--- src/rtl/seg_loader_pkg.sv ---
package seg_loader_pkg;

    localparam int INSN_BYTES = 3;
    localparam int WORD_BYTES = 4;
    localparam int WORD_W     = WORD_BYTES * 8;

    typedef enum logic [2:0] {
        LS_IDLE = 3'd0,
        LS_INSN = 3'd1,
        LS_PAD  = 3'd2,
        LS_DATA = 3'd3,
        LS_FILL = 3'd4,
        LS_RUN  = 3'd5
    } ldr_state_e;

endpackage

--- src/rtl/seg_insn_packer.sv ---
module seg_insn_packer #(
    parameter int LANES = 3,
    parameter int WB    = 4,
    localparam int CW   = (LANES > 1) ? $clog2(LANES) : 1
) (
    input  logic              clk,
    input  logic              rst_n,
    input  logic              clr,
    input  logic              push,
    input  logic [7:0]        din,
    output logic [CW-1:0]     cnt,
    output logic              full,
    output logic [WB*8-1:0]   word
);

    logic [7:0] lane_q [LANES];

    // A push into the last lane completes a word.
    assign full = push && (cnt == CW'(LANES - 1));

    always_ff @(posedge clk) begin
        if (!rst_n || clr) begin
            cnt <= '0;
            for (int i = 0; i < LANES; i++) begin
                lane_q[i] <= 8'h00;
            end
        end else if (push) begin
            lane_q[cnt] <= din;
            cnt         <= (cnt == CW'(LANES - 1)) ? '0 : cnt + 1'b1;
        end
    end

    // Lanes below cnt come from storage, the lane at cnt takes the
    // incoming byte, and all higher lanes read as zero.
    for (genvar g = 0; g < WB; g++) begin : g_lane
        if (g < LANES) begin : g_used
            assign word[g*8 +: 8] = (CW'(g) < cnt) ? lane_q[g] :
                                    ((CW'(g) == cnt && push) ? din : 8'h00);
        end else begin : g_zero
            assign word[g*8 +: 8] = 8'h00;
        end
    end

endmodule

--- src/rtl/seg_addr_gen.sv ---
module seg_addr_gen #(
    parameter int ADDR_W = 20,
    parameter int IDX_W  = 16,
    localparam int DA_W  = ADDR_W + 2
) (
    input  logic [ADDR_W-1:0] base,
    input  logic [IDX_W-1:0]  idx,
    output logic [ADDR_W-1:0] iaddr,
    output logic [DA_W-1:0]   daddr
);

    // The instruction side counts words and wraps within the address field.
    assign iaddr = base + ADDR_W'(idx);

    // The data side turns the word base into a byte address.
    assign daddr = {base, 2'b00} + DA_W'(idx);

endmodule

--- src/rtl/seg_loader.sv ---
module seg_loader
    import seg_loader_pkg::*;
#(
    parameter int ADDR_W  = 20,
    parameter int PADDR_W = 32,
    parameter int SZ_W    = 16,
    localparam int DA_W   = ADDR_W + 2,
    localparam int PK_CW  = (INSN_BYTES > 1) ? $clog2(INSN_BYTES) : 1
) (
    input  logic               clk,
    input  logic               rst_n,
    input  logic               seg_start,
    input  logic               seg_loadable,
    input  logic               seg_exec,
    input  logic [PADDR_W-1:0] seg_paddr,
    input  logic [SZ_W-1:0]    seg_offset,
    input  logic [SZ_W-1:0]    seg_filesz,
    input  logic [SZ_W-1:0]    seg_memsz,
    input  logic [SZ_W-1:0]    img_size,
    input  logic               load_finish,
    input  logic               in_valid,
    input  logic [7:0]         in_data,
    output logic               in_ready,
    output logic               imem_we,
    output logic [ADDR_W-1:0]  imem_addr,
    output logic [WORD_W-1:0]  imem_wdata,
    output logic               dmem_we,
    output logic [DA_W-1:0]    dmem_addr,
    output logic [7:0]         dmem_wdata,
    output logic               busy,
    output logic               seg_done,
    output logic               seg_err,
    output logic               part_warn,
    output logic               run_core
);

    ldr_state_e state, nxt;

    logic [ADDR_W-1:0] base_q;
    logic [SZ_W-1:0]   rem_q;
    logic [SZ_W-1:0]   fill_q;
    logic [SZ_W-1:0]   idx_q;

    logic              too_big;
    logic              start_ok;
    logic              accept;
    logic              pk_clr;
    logic              pk_push;
    logic              pk_full;
    logic [PK_CW-1:0]  pk_cnt;
    logic [WORD_W-1:0] pk_word;
    logic [ADDR_W-1:0] ia_c;
    logic [DA_W-1:0]   da_c;
    logic              unused_paddr_hi;

    assign unused_paddr_hi = ^seg_paddr[PADDR_W-1:ADDR_W];

    // The segment must end inside the image.
    assign too_big  = ({1'b0, seg_offset} + {1'b0, seg_filesz}) > {1'b0, img_size};
    assign start_ok = (state == LS_IDLE) && seg_start && seg_loadable && !too_big;

    assign in_ready = ((state == LS_INSN) || (state == LS_DATA)) && (rem_q != '0);
    assign accept   = in_valid && in_ready;
    assign busy     = (state == LS_INSN) || (state == LS_PAD) ||
                      (state == LS_DATA) || (state == LS_FILL);
    assign run_core = (state == LS_RUN);

    assign pk_push = (state == LS_INSN) && accept;
    assign pk_clr  = start_ok || (state == LS_PAD);

    seg_insn_packer #(
        .LANES (INSN_BYTES),
        .WB    (WORD_BYTES)
    ) u_packer (
        .clk   (clk),
        .rst_n (rst_n),
        .clr   (pk_clr),
        .push  (pk_push),
        .din   (in_data),
        .cnt   (pk_cnt),
        .full  (pk_full),
        .word  (pk_word)
    );

    seg_addr_gen #(
        .ADDR_W (ADDR_W),
        .IDX_W  (SZ_W)
    ) u_addr (
        .base  (base_q),
        .idx   (idx_q),
        .iaddr (ia_c),
        .daddr (da_c)
    );

    // State register
    always_ff @(posedge clk) begin
        if (!rst_n) begin
            state <= LS_IDLE;
        end else begin
            state <= nxt;
        end
    end

    // Next-state logic
    always_comb begin
        nxt = state;
        unique case (state)
            LS_IDLE: begin
                if (start_ok) begin
                    nxt = seg_exec ? LS_INSN : LS_DATA;
                end else if (load_finish && !seg_start) begin
                    nxt = LS_RUN;
                end
            end
            LS_INSN: begin
                if (rem_q == '0) begin
                    nxt = (pk_cnt != '0) ? LS_PAD : LS_IDLE;
                end
            end
            LS_PAD: nxt = LS_IDLE;
            LS_DATA: begin
                if (rem_q == '0) begin
                    nxt = (fill_q != '0) ? LS_FILL : LS_IDLE;
                end
            end
            LS_FILL: begin
                if (fill_q == '0) begin
                    nxt = LS_IDLE;
                end
            end
            LS_RUN: nxt = LS_RUN;
            default: nxt = LS_IDLE;
        endcase
    end

    // Segment counters
    always_ff @(posedge clk) begin
        if (!rst_n) begin
            base_q <= '0;
            rem_q  <= '0;
            fill_q <= '0;
            idx_q  <= '0;
        end else begin
            if (start_ok) begin
                base_q <= seg_paddr[ADDR_W-1:0];
                rem_q  <= seg_filesz;
                fill_q <= (seg_memsz > seg_filesz) ? (seg_memsz - seg_filesz) : '0;
                idx_q  <= '0;
            end else if ((state == LS_INSN) && accept) begin
                rem_q <= rem_q - 1'b1;
                if (pk_full) begin
                    idx_q <= idx_q + 1'b1;
                end
            end else if ((state == LS_DATA) && accept) begin
                rem_q <= rem_q - 1'b1;
                idx_q <= idx_q + 1'b1;
            end else if ((state == LS_FILL) && (fill_q != '0)) begin
                fill_q <= fill_q - 1'b1;
                idx_q  <= idx_q + 1'b1;
            end
        end
    end

    // Registered outputs
    always_ff @(posedge clk) begin
        if (!rst_n) begin
            imem_we    <= 1'b0;
            imem_addr  <= '0;
            imem_wdata <= '0;
            dmem_we    <= 1'b0;
            dmem_addr  <= '0;
            dmem_wdata <= '0;
            seg_done   <= 1'b0;
            seg_err    <= 1'b0;
            part_warn  <= 1'b0;
        end else begin
            imem_we    <= (pk_push && pk_full) || (state == LS_PAD);
            imem_addr  <= ia_c;
            imem_wdata <= pk_word;
            dmem_we    <= ((state == LS_DATA) && accept) ||
                          ((state == LS_FILL) && (fill_q != '0));
            dmem_addr  <= da_c;
            dmem_wdata <= (state == LS_FILL) ? 8'h00 : in_data;
            seg_done   <= busy && (nxt == LS_IDLE);
            seg_err    <= (state == LS_IDLE) && seg_start && seg_loadable && too_big;
            part_warn  <= (state == LS_PAD);
        end
    end

    AST_ONE_PORT: assert property (@(posedge clk) disable iff (!rst_n)
        !(imem_we && dmem_we));

    AST_DADDR_STEP: assert property (@(posedge clk) disable iff (!rst_n)
        (dmem_we && $past(dmem_we)) |-> (dmem_addr == DA_W'($past(dmem_addr) + 1'b1)));

    AST_FILL_ZERO: assert property (@(posedge clk) disable iff (!rst_n)
        ((state == LS_FILL) && (fill_q != '0)) |=> (dmem_we && (dmem_wdata == 8'h00)));

    AST_ERR_IDLE: assert property (@(posedge clk) disable iff (!rst_n)
        seg_err |-> !busy);

    AST_READY_BUSY: assert property (@(posedge clk) disable iff (!rst_n)
        in_ready |-> busy);

    AST_DONE_PULSE: assert property (@(posedge clk) disable iff (!rst_n)
        seg_done |=> !seg_done);

    AST_RUN_STICKY: assert property (@(posedge clk) disable iff (!rst_n)
        run_core |=> run_core);

endmodule

--- config.mk ---
export PLATFORM = sky130hd
export DESIGN_NAME = seg_loader
export DESIGN_NICKNAME = d
export VERILOG_FILES = /design/src/rtl/seg_loader_pkg.sv /design/src/rtl/seg_insn_packer.sv /design/src/rtl/seg_addr_gen.sv /design/src/rtl/seg_loader.sv
export SDC_FILE = /design/constraint.sdc
export NUM_CORES = 1
export LEC_CHECK = 0
export ABC_AREA = 1
export BUFFER_PORTS_ARGS = -buffer_cell sky130_fd_sc_hd__buf_4
export CAP_MARGIN = 20
export CELL_PAD_IN_SITES_DETAIL_PLACEMENT = 0
export CELL_PAD_IN_SITES_GLOBAL_PLACEMENT = 1
export CORE_MARGIN = 3
export CORE_UTILIZATION = 37
export CTS_BUF_LIST = sky130_fd_sc_hd__clkbuf_8
export CTS_CLUSTER_SIZE = 30
export DETAILED_ROUTE_END_ITERATION = 16
export PLACE_DENSITY_LB_ADDON = 0.3
export SLEW_MARGIN = 25
export SYNTH_ARGS = -nofsm -noshare
export SYNTH_HDL_FRONTEND = slang
export SYNTH_SLANG_ARGS = --single-unit
--- constraint.sdc ---
create_clock -name clk -period 3.25 [get_ports clk]
set_input_delay 0.1625 -clock clk [delete_from_list [all_inputs] [get_ports clk]]
set_output_delay 0.1625 -clock clk [all_outputs]
set_load 0.02 [all_outputs]
# Word-level counts from Yosys, hierarchy flattened
# Memories as Yosys holds them, arrays and structs flattened.
# Index checks and enable logic that the tools add are counted.
# word_totals
mem_count,1
reg_bits,160
input_bits,111
ram_bits,24
# op_classes
eq_ne,11
n_addsub,8
magnitude_cmp,5
reduce_logical,43
bitwise_logic,1
muxes,36
# mem_list
name,words,word_bits,rd,rd_ports_with_merged_regs,wr,line_no,text
u_packer.lane_q,3,8,3,0,3,seg_insn_packer.sv:16,logic [7:0] lane_q [LANES];
# op_table
operator,n
2-to-1 mux 16 bit,12
2-to-1 mux 8 bit,7
logical NOT 16 bit,2
nonzero test 16 bit,2
subtractor 16 x 1 -> 16 bit (second input constant),2
adder 22 x 16 -> 22 bit,1
adder 20 x 16 -> 20 bit,1
2-to-1 mux 3 bit,6
adder 16 x 16 -> 17 bit,1
> comparator 17 x 16 -> 1 bit,1
adder 16 x 1 -> 16 bit (second input constant),1
> comparator 16 bit,1
logical AND 1 bit,16
subtractor 16 bit,1
one-hot mux 3 bit (5 select lines),1
logical OR 1 bit,8
2-to-1 mux 2 bit,4
OR reduction 8 bit,1
== test 3 x 2 -> 1 bit (second input constant),2
== test 3 bit (second input constant),2
logical NOT 3 bit,2
2-to-1 mux 1 bit,6
nonzero test 3 bit,2
less-than comparator 1 x 2 -> 1 bit (first input constant),2
other kinds (15),20

# Longest topological paths before layout
# Gate-level depths: netlist (run 1).
# logic_depth
word_depth,10
mapped_depth,26

# Hierarchy
# Synthesis (run 1) repeated with hierarchy kept, for this count alone.
# hier_totals
cells_unflattened,1769
area_unflattened_um2,11957.7
# by_module_without_submodules
module,cells_each,n_inst,area_each_um2,seq_area_each_um2
seg_loader,1189,1,8383.0,3163.0
seg_addr_gen,418,1,2185.8,0.0
seg_insn_packer,162,1,1388.8,760.7

# Worst setup path after synthesis (run 1)
# Ideal clock, no wire load.
# synth_timing
kind,input to register
from,in seg_offset[2]
to,mem u_packer.lane_q[0][0] (enable)
setup_time_ns,0.384
slack_ns,-0.157
path_stages,21
t_arrival_ns,3.023
cell_sequence,ha_1 > nand2_1 > o21ai_0 > a21oi_1 > o21ai_0 > a31oi_1 > o21ai_0 > xor2_1 > inv_1 > ha_1 > nand2_1 > inv_1 > nand2_1 > nand2_1 > nand2_1 > nand2_1 > nand2_2 > nand3_4 > nand2_2 > nor2_2 > o21ai_0
# synth_rtl
element,line_no,text
from (decl),seg_loader.sv:16,"input logic [SZ_W-1:0] seg_offset,"
to (decl),seg_insn_packer.sv:16,

==> results of run 1 <==
==> final cells by class <==
type                            count  area (um^2)
Inverter                          175          664
Sequential cell                   176         3760
Timing Repair Buffer              261         2070
Clock buffer                       17          234
Multi-Input combinational cell   1097         6040
Tap cell                          378          473
Fill cell                        2922        14600
Clock inverter                     15          211
==> worst max-delay path by stage <==
stage / startpoint / to / slack [ns] / depth (start not counted)
5_1_grt: seg_filesz[0] / u_packer.lane_q[1][5] / -0.03 / 25
6_report: seg_filesz[0] / u_packer.lane_q[0][7] / 0.30 / 24
3_5_place_dp: seg_offset[2] / u_packer.lane_q[0][3] / -0.38 / 24
4_1_cts: seg_offset[2] / u_packer.lane_q[1][7] / 0.13 / 24
3_3_place_gp: seg_filesz[2] / u_packer.lane_q[2][6] / -0.30 / 24
2_1_floorplan: seg_offset[0] / u_packer.lane_q[0][0] / 0.01 / 25
==> metrics by stage <==
stage          TNS (ns)  setup slack [ns]  util, %  instances
6_report              0             0.298     47.9       2119
5_1_grt          -0.651           -0.0350     47.9       2119
4_1_cts               0             0.127     47.7       2118
3_5_place_dp     -27.01            -0.383     45.2       2061
3_3_place_gp     -19.27            -0.300     45.2       2061
2_1_floorplan         0            0.0138        -       1498
==> metal layers <==
metal / track usage, % / vias up
met5: 0 / -
li1: - / 5386
met2: 33.9 / 230
met1: 26.1 / 4691
met3: 2.59 / 34
met4: 4.29 / 0
==> kinds of logic after synthesis <==
group | share of synthesized area, %
other cells | 0.0352
xor+xnor | 4.28
fa+ha+maj | 10.3
buf+inv | 8.62
simple gates | 25.8
compound gates | 15.6
flops | 35.4
==> placed cells by master (no fill, tap or decap), types with 13 or more instances in the layout <==
cell type,netlist,routed
inv_1,170,169
nand2_1,307,305
nor2_1,182,180
o21ai_0,101,96
nor3_1,18,18
ha_1,81,81
dlygate4sd3_1,0,26
o21a_1,13,13
xor2_1,33,33
dfxtp_1,152,152
clkbuf_8,0,17
nand3_1,67,66
edfxtp_1,24,24
nand4_1,37,37
a21oi_1,162,159
xnor2_1,19,19
buf_4,12,230
==> power breakdown <==
part,total (mW),internal (mW),switching (mW)
sequential,2.73,2.50,0.228
clock,1.66,0.628,1.03
combinational,3.29,1.31,1.98
==> state kept, by name, indices dropped and copies added (netlist names) <==
signal	cells
base_q	20
dmem_addr	22
dmem_wdata	8
dmem_we	1
fill_q	16
idx_q	16
imem_addr	20
imem_wdata	24
imem_we	1
part_warn	1
rem_q	16
seg_done	1
seg_err	1
state	3
u_packer.cnt	2
u_packer.lane_q	24
==> tightest hold or removal path, cell delays in order <==
cell and delay (ns):
buf_4 0.11, nand3_1 0.11, a21oi_1 0.07
==> what timing repair did <==
action / in CTS / in global routing
hold endpoints to repair: 42 / 1
setup endpoints to repair: 0 / 103
gates resized for setup: 0 / 17
hold buffers: 25 / 1
==> impl_metrics.json, run 1 <==
{
  "synthFlopType": "dfxtp_1",
  "core-area_um2": 28100,
  "worstPathArrival_ns": 3.07,
  "rr_worst_depth": 16,
  "vias": 10300,
  "ant_nets": 0,
  "crit_type": "input pin to flop",
  "worst_pin_slew_ns": 0.813,
  "cp.required_ns": 3.36,
  "placed_area_um2": 12700,
  "final_area_um2": 13500,
  "vias_per_cell": 4.88,
  "wl_met3_um": 1240,
  "initial_core_util_pct": 37.9,
  "h-tree-depth": 4,
  "die_area_um2": 30800,
  "synth_edf_count": 24,
  "hp-class": "input pin to flop",
  "yosysWarningCount": 0,
  "diodes": 0,
  "power.static_leakage_nw": 6.39,
  "regToRegSetupSlack_ns": 0.43,
  "io_pins": 201,
  "hold_end": "base_q[0]",
  "synth_most_common_cell": "nand2_1",
  "worstPathCellList": "buf_4 > ha_1 > inv_1 > fa_1 > nand3b_1 > nand2_1 > nand2_1 > nand2_2 > a21oi_4 > o21ai_4 > xor2_1 > ha_1 > a21oi_1 > o21a_1 > nand2_1 > nand2_1 > nand2_1 > nand2_1 > nand2_1 > nand2_4 > nand3_4 > nand2_2 > nor2_2 > o21ai_2",
  "dp_hpwl_um": 23600,
  "clkTransAtPathRegs_ns": 0.11,
  "grt_pass1_wl_um": 49200,
  "fin_crit_ns": 2.95,
  "min_from": "seg_paddr[0]",
  "whs_ns": 0.0322,
  "crit_path_top_delay_cell": "fa_1",
  "postCtsSetupBuffers": 0,
  "power.total_mw": 7.68,
  "hold_viol_final": 0,
  "outcome": "finished clean",
  "synth_common_cells": "307 x nand2_1, 182 x nor2_1, 170 x inv_1",
  "endpoint_kind": "flop",
  "yosysTopAreaCellShare_pct": 28.6,
  "period_share_pct": 90.8,
  "synthDistinctLibCells": 51,
  "firstDrtPassIters": 5,
  "wl_met2_um": 14800,
  "wire_per_inst_um": 14.5,
  "cpMostUsedCell": "nand2_1",
  "slew_violations": 0,
  "clock_skew_ns": 0.0275,
  "ys_top_cells_by_area": "dfxtp_1 29%, nand2_1 11%, ha_1 9.5%",
  "rows": 61,
  "overflow": 0,
  "synth_seq_cells": 176,
  "rr_endpoint": "idx_q[12]",
  "clock-root-buffer": "clkbuf_8",
  "max_stage_delay_ns": 0.38,
  "crit_fanout": 8,
  "synth_area_um2": 10600,
  "grt_max_degree": 55,
  "first_global_vias": 9740,
  "worstSkewPairLatency_ns": 0.47,
  "cts.sinks": 176,
  "startpoint_type": "input pin",
  "areaGrowthSynthToFinish_pct": 26.5,
  "cts_tree": "built",
  "drc_errors": 0,
  "r2r-start": "rem_q[0]",
  "synth_top_cell_by_area": "dfxtp_1",
  "irDropWorstVdd_mv": 0.284,
  "crit_buf_inv": 2,
  "hold_depth": 3,
  "crit_family": "simple AND/OR/NAND/NOR gates",
  "layout.nets": 1924,
  "ys_async_sr_fraction_pct": 0,
  "gp_congestion": 0.858,
  "p_per_area_nw_per_um2": 571,
  "relSlewSlack_pct": 45.8,
  "clock_path_buffers": 2,
  "setup_violations": 0,
  "antenna_found_initial": 0,
  "numCtsBuffers": 17,
  "seq_area_frac_synth_pct": 35.4,
  "top_layer": "met4",
  "syn_avg_cell_area_um2": 7.14,
  "grt_use_total_pct": 19.6,
  "m1WireLength_um": 14100,
  "drive_above_1_share_pct": 17.5,
  "maxCapViolCount": 0,
  "rsz0062_at_grt": "yes",
  "fmax_mhz": 339,
  "routed_wl_um": 30700,
  "first_iter_violations": 606,
  "io_buffers": 180,
  "netlist_instances": 1491,
  "die_width_um": 176,
  "chipHeight_um": 176
}
Power figures use the tool's default switching activity.
==> run 2, diff against run 1 <==
--- a/config.mk
+++ b/config.mk
@@ -16,6 +16,7 @@
 export CTS_CLUSTER_SIZE = 30
 export DETAILED_ROUTE_END_ITERATION = 16
 export PLACE_DENSITY_LB_ADDON = 0.3
+export SETUP_SLACK_MARGIN = 0.4
 export SLEW_MARGIN = 25
 export SYNTH_ARGS = -nofsm -noshare
 export SYNTH_HDL_FRONTEND = slang
==> run 2 against run 1 <==
- maximum frequency is 3.0% higher
- register-to-register slack improved by 0.23 ns
- via count increased by 0.57%
- non-clock buffer count increased by 20
- final cell count increased by 0.94%
- setup slack gained 0.087 ns
- clock-buffer cell count did not move
- sequential cell count did not move
- critical path type unchanged
- clock power barely moved
- clock skew decreased by 0.0040 ns
- highest routed layer unchanged
- critical path depth fell by 2
- largest cell class unchanged
- die area unchanged
==> impl_metrics.json, run 2 (synthesized netlist as in run 1, its figures left out) <==
{
  "rows": 61,
  "overflow": 0,
  "vias_per_cell": 4.86,
  "hold_viol_final": 0,
  "hold_depth": 3,
  "rr_worst_depth": 15,
  "placed_area_um2": 12800,
  "die_width_um": 176,
  "crit_type": "input pin to flop",
  "antenna_found_initial": 0,
  "core-area_um2": 28100,
  "final_common_cell": "nand2_1",
  "layout.nets": 1944,
  "areaGrowthSynthToFinish_pct": 32.4,
  "clkTransAtPathRegs_ns": 0.12,
  "dpl.cell_count": 2065,
  "p_int_mw": 4.66,
  "power_frac_seq_pct": 34.3,
  "min_from": "seg_paddr[0]",
  "endpoint_kind": "flop",
  "maxCapViolCount": 0,
  "regToRegSetupSlack_ns": 0.66,
  "grt_pass1_wl_um": 50300,
  "outcome": "finished clean",
  "grt_use_total_pct": 19.9,
  "io_buffers": 180,
  "firstDrtPassIters": 5,
  "power.static_leakage_nw": 6.60,
  "hp-class": "input pin to flop",
  "grt_max_degree": 60,
  "fmax_mhz": 349,
  "stdcell_count": 2139,
  "clockPowerShare_pct": 20.8,
  "r2r-start": "rem_q[0]",
  "period_share_pct": 88.2,
  "routed_wl_um": 31300,
  "fillCellCount": 2817,
  "dp_hpwl_um": 24000,
  "fin_crit_ns": 2.87,
  "setup_violations": 0,
  "io_pins": 201,
  "vias": 10400,
  "cts.sinks": 176,
  "layout.area.seq_um2": 3760,
  "hold_end": "base_q[0]",
  "first_iter_violations": 523,
  "pwr-share-comb_pct": 45.0,
  "die_area_um2": 30800,
  "relSlewSlack_pct": 43.9,
  "final_area_um2": 14100,
  "mostFrequentLayoutCells": "296 x nand2_1, 231 x buf_4, 167 x inv_1, 165 x nor2_1, 154 x a21oi_1",
  "clock_skew_ns": 0.0234,
  "worst_pin_slew_ns": 0.841,
  "irDropWorstVdd_mv": 0.274,
  "clock_path_buffers": 2,
  "diodes": 0,
  "startpoint_type": "input pin",
  "first_global_vias": 9864,
  "p_per_area_nw_per_um2": 567,
  "reg.largest.list": "imem_wdata (24), u_packer.lane_q (24), dmem_addr (22)",
  "power_switching_mw": 3.33,
  "ant_nets": 0,
  "power.share.switching_pct": 41.7,
  "drc_errors": 0,
  "numCtsBuffers": 17,
  "chipHeight_um": 176,
  "wire_per_inst_um": 14.7,
  "clock-root-buffer": "clkbuf_8",
  "slew_violations": 0,
  "drive_above_1_share_pct": 21.3,
  "gp_congestion": 0.913,
  "cp.required_ns": 3.66,
  "worstPathArrival_ns": 3.27,
  "multi_input_area_um2": 6340,
  "rr_endpoint": "idx_q[6]",
  "worstSkewPairLatency_ns": 0.47,
  "cts_tree": "built",
  "crit_fanout": 14,
  "h-tree-depth": 4,
  "rsz0062_at_grt": "yes",
  "initial_core_util_pct": 37.9
}
[run 2: critical path, stage by stage]
cell and delay, ns:
buf_8 0.07, ha_4 0.13, inv_4 0.03, fa_2 0.33, nand3b_1 0.17, nand2_2 0.09
nand2_2 0.06, nand2_4 0.09, a21oi_4 0.07, o21ai_4 0.18, a31oi_1 0.11, xor2_1 0.15
ha_1 0.30, nand2_1 0.08, nor2_1 0.11, nand4_1 0.16, buf_4 0.19, a21oi_4 0.20
buf_12 0.14, clkbuf_16 0.17, nand4_1 0.11, a21oi_1 0.16
[run 2: timing repair]
action                                  4_1_cts  5_1_grt
gates cloned                                  1        2
endpoints found under the setup margin       68      125
pin swaps                                     8       19
buffers inserted                              4        8
gates resized for setup                      13       76
hold buffers                                 27        0
endpoints found under the hold margin        39        0
[run 2: power by group through the flow]
stage,Sequential (mW),Combinational (mW),Clock [mW]
final,2.74,3.59,1.66
after global routing,2.78,4.05,1.80
after CTS,2.74,3.42,1.70
after detailed placement,2.78,3.33,0
after global placement,2.78,3.32,0
after floorplan,2.81,2.36,0
[run 2: worst max path at each step]
stage                   from                    end  cells after the start
3_5_place_dp   seg_offset[2]              rem_q[13]                     22
5_1_grt        seg_filesz[2]               rem_q[5]                     22
2_1_floorplan  seg_offset[0]  u_packer.lane_q[0][0]                     25
4_1_cts        seg_offset[0]  u_packer.lane_q[2][6]                     27
3_3_place_gp   seg_filesz[2]  u_packer.lane_q[0][3]                     22
6_report       seg_offset[0]             fill_q[11]                     22
[run 2: cell type report]
cell class                 count  share of cell area [%]
clock buffer                  17                    1.66
clock inverter                15                    1.46
inverter                     175                    4.72
multi-input combinational   1097                    45.0
sequential                   176                    26.7
tap                          378                    3.36
timing repair buffer         281                    17.1
[run 2: stage by stage]
| stage | hold WS (ns) | setup TNS (ns) | utilization (%) | power [mW] | worst slack [ns] |
|---|---|---|---|---|---|
| after floorplan | 0.275 | 0 | - | 5.17 | 0.109 |
| after global placement | 0.426 | -7.53 | 45.7 | 6.10 | -0.116 |
| after detailed placement | 0.425 | -14.05 | 45.7 | 6.11 | -0.202 |
| after CTS | 0.00410 | 0 | 48.8 | 7.86 | 0.381 |
| after global routing | 0.00916 | 0 | 50.2 | 8.63 | 0.144 |
| final | 0.0128 | 0 | 50.2 | 7.99 | 0.385 |
[run 2: per-layer routing]
layer	GRT usage, %	vias up	share of wire (%)
met1	27.2	4731	47
li1	-	5425	-
met4	4.52	0	1.6
met2	33.5	219	48
met5	0	-	0
met3	2.53	25	4.0
==> run 3, diff against run 2 <==
--- a/config.mk
+++ b/config.mk
@@ -10,7 +10,6 @@
 export CAP_MARGIN = 20
 export CELL_PAD_IN_SITES_DETAIL_PLACEMENT = 0
 export CELL_PAD_IN_SITES_GLOBAL_PLACEMENT = 1
-export CORE_MARGIN = 3
 export CORE_UTILIZATION = 37
 export CTS_BUF_LIST = sky130_fd_sc_hd__clkbuf_8
 export CTS_CLUSTER_SIZE = 30
==> run 3 against run 2 <==
- final area is 1.1% higher
- sequential share of layout area is 0.30 points lower
- largest power group unchanged
- sequential power hardly changed
- critical path depth is 5 higher
- via count is 2.9% higher
- die area is 4.5% lower
- clock skew is 0.0080 ns higher
- routed wire length is 0.91% higher
- combinational power is 5% higher
- setup slack worse by 0.042 ns
==> impl_metrics.json, run 3 (synthesized netlist as in run 1, its figures left out) <==
{
  "whs_ns": 0.0244,
  "final_common_cell": "nand2_1",
  "vias": 10700,
  "crit_path_top_delay_cell": "fa_2",
  "hp-class": "input pin to flop",
  "crit_fanout": 10,
  "dpl_worst_slack_ns": -0.317,
  "clock_skew_ns": 0.0315,
  "drive_above_1_share_pct": 22.7,
  "rr_worst_depth": 15,
  "diodes": 0,
  "irDropWorstVdd_mv": 0.307,
  "period_share_pct": 89.5,
  "reg.largest.list": "imem_wdata (24), u_packer.lane_q (24), dmem_addr (22)",
  "grt_use_total_pct": 21.2,
  "fin_ws_ns": 0.342,
  "power_switching_mw": 3.41,
  "clkTransAtPathRegs_ns": 0.10,
  "crit_type": "input pin to flop",
  "worst_pin_slew_ns": 0.896,
  "pwr-share-comb_pct": 46.2,
  "power.total_mw": 8.14,
  "mostFrequentLayoutCells": "299 x nand2_1, 232 x buf_4, 166 x inv_1, 160 x nor2_1, 152 x dfxtp_1",
  "core-area_um2": 28000,
  "dpl.cell_count": 2061,
  "final_area_um2": 14300,
  "clock-root-buffer": "clkbuf_8",
  "first_global_vias": 9931,
  "overflow": 0,
  "drc_errors": 0,
  "power.static_leakage_nw": 6.62,
  "io_buffers": 180,
  "io_pins": 201,
  "cts_tree": "built",
  "die_area_um2": 29400,
  "endpoint_kind": "flop",
  "initial_core_util_pct": 38.0,
  "areaGrowthSynthToFinish_pct": 34.0,
  "maxCapViolCount": 0,
  "vias_per_cell": 4.99,
  "grt_max_degree": 55,
  "hold_viol_final": 0,
  "layout.nets": 1949,
  "firstDrtPassIters": 5,
  "max_stage_delay_ns": 0.33,
  "p_per_area_nw_per_um2": 571,
  "routed_wl_um": 31600,
  "outcome": "finished clean",
  "slew_violations": 0,
  "numCtsBuffers": 17,
  "clock_path_buffers": 2,
  "power.share.switching_pct": 41.8,
  "clockPowerShare_pct": 20.1,
  "chipHeight_um": 172,
  "power_frac_seq_pct": 33.8,
  "rows": 61,
  "fin_crit_ns": 2.91,
  "grt_pass1_wl_um": 49400,
  "cts.sinks": 176,
  "startpoint_type": "input pin",
  "first_iter_violations": 614,
  "placed_area_um2": 12800,
  "p_int_mw": 4.74,
  "setup_violations": 0,
  "rsz0062_at_grt": "yes",
  "worstSkewPairLatency_ns": 0.48,
  "hold_depth": 3,
  "relSlewSlack_pct": 40.2,
  "fmax_mhz": 344,
  "antenna_found_initial": 0,
  "worstPathArrival_ns": 3.24,
  "gp_congestion": 0.867,
  "h-tree-depth": 4,
  "cp.required_ns": 3.58,
  "wire_per_inst_um": 14.8,
  "die_width_um": 172,
  "ant_nets": 0,
  "dp_hpwl_um": 23600,
  "stdcell_count": 2144
}
## run 3: power groups by stage
stage	Combinational, mW	Sequential (mW)	Clock (mW)
finish	3.76	2.75	1.63
global route	4.22	2.79	1.76
CTS	3.46	2.74	1.67
detailed placement	3.32	2.79	0
global placement	3.32	2.78	0
floorplan	2.36	2.81	0
## run 3: worst paths after layout
check	start	end	slack (ns)
max	seg_offset[0]	u_packer.lane_q[0][7]	0.34
min	seg_paddr[14]	base_q[14]	0.02
max reg2reg	rem_q[0]	idx_q[11]	0.65
min reg2reg	base_q[19]	imem_addr[19]	0.49
## run 3: worst max-delay path: cells and delay by family
family / cells / cell delay [ns]
xor+xnor: 1 / 0.09
compound gates: 3 / 0.45
buf+inv: 5 / 0.46
simple gates: 15 / 1.31
fa+ha+maj: 3 / 0.77
## run 3: what timing repair did
action                     4_1_cts  5_1_grt
resized for setup               36       84
setup buffers                    7       10
hold endpoints to repair        36        0
setup endpoints to repair      109      125
hold buffers                    29        0
cloned                           1        4
pin swaps                       13       48
## run 3: routing by layer
metal  routed length [um]  part of all wire [%]  global-route usage [%]  vias up
li1                     -                     -                       -     5443
met4                  503                   1.6                    5.59        0
met2                14900                    47                    35.7      260
met3                 1250                   4.0                    2.65       39
met1                14900                    47                    28.5     4955
met5                    0                     0                       0        -
## run 3: area by class of cell
| type | count | area (um^2) |
|---|---|---|
| well taps | 378 | 473 |
| flip-flops and latches | 176 | 3760 |
| multi-input cells | 1097 | 6450 |
| inverters | 175 | 669 |
| repair buffers | 286 | 2450 |
| fillers | 2774 | 13800 |
| clock buffers | 17 | 234 |
| clock inverters | 15 | 208 |
## run 3: metrics by stage
stage	util, %	TNS, ns
floorplan	-	0
global placement	45.7	-13.36
detailed placement	45.7	-23.74
CTS	49.1	0
global route	50.9	0
finish	50.9	0
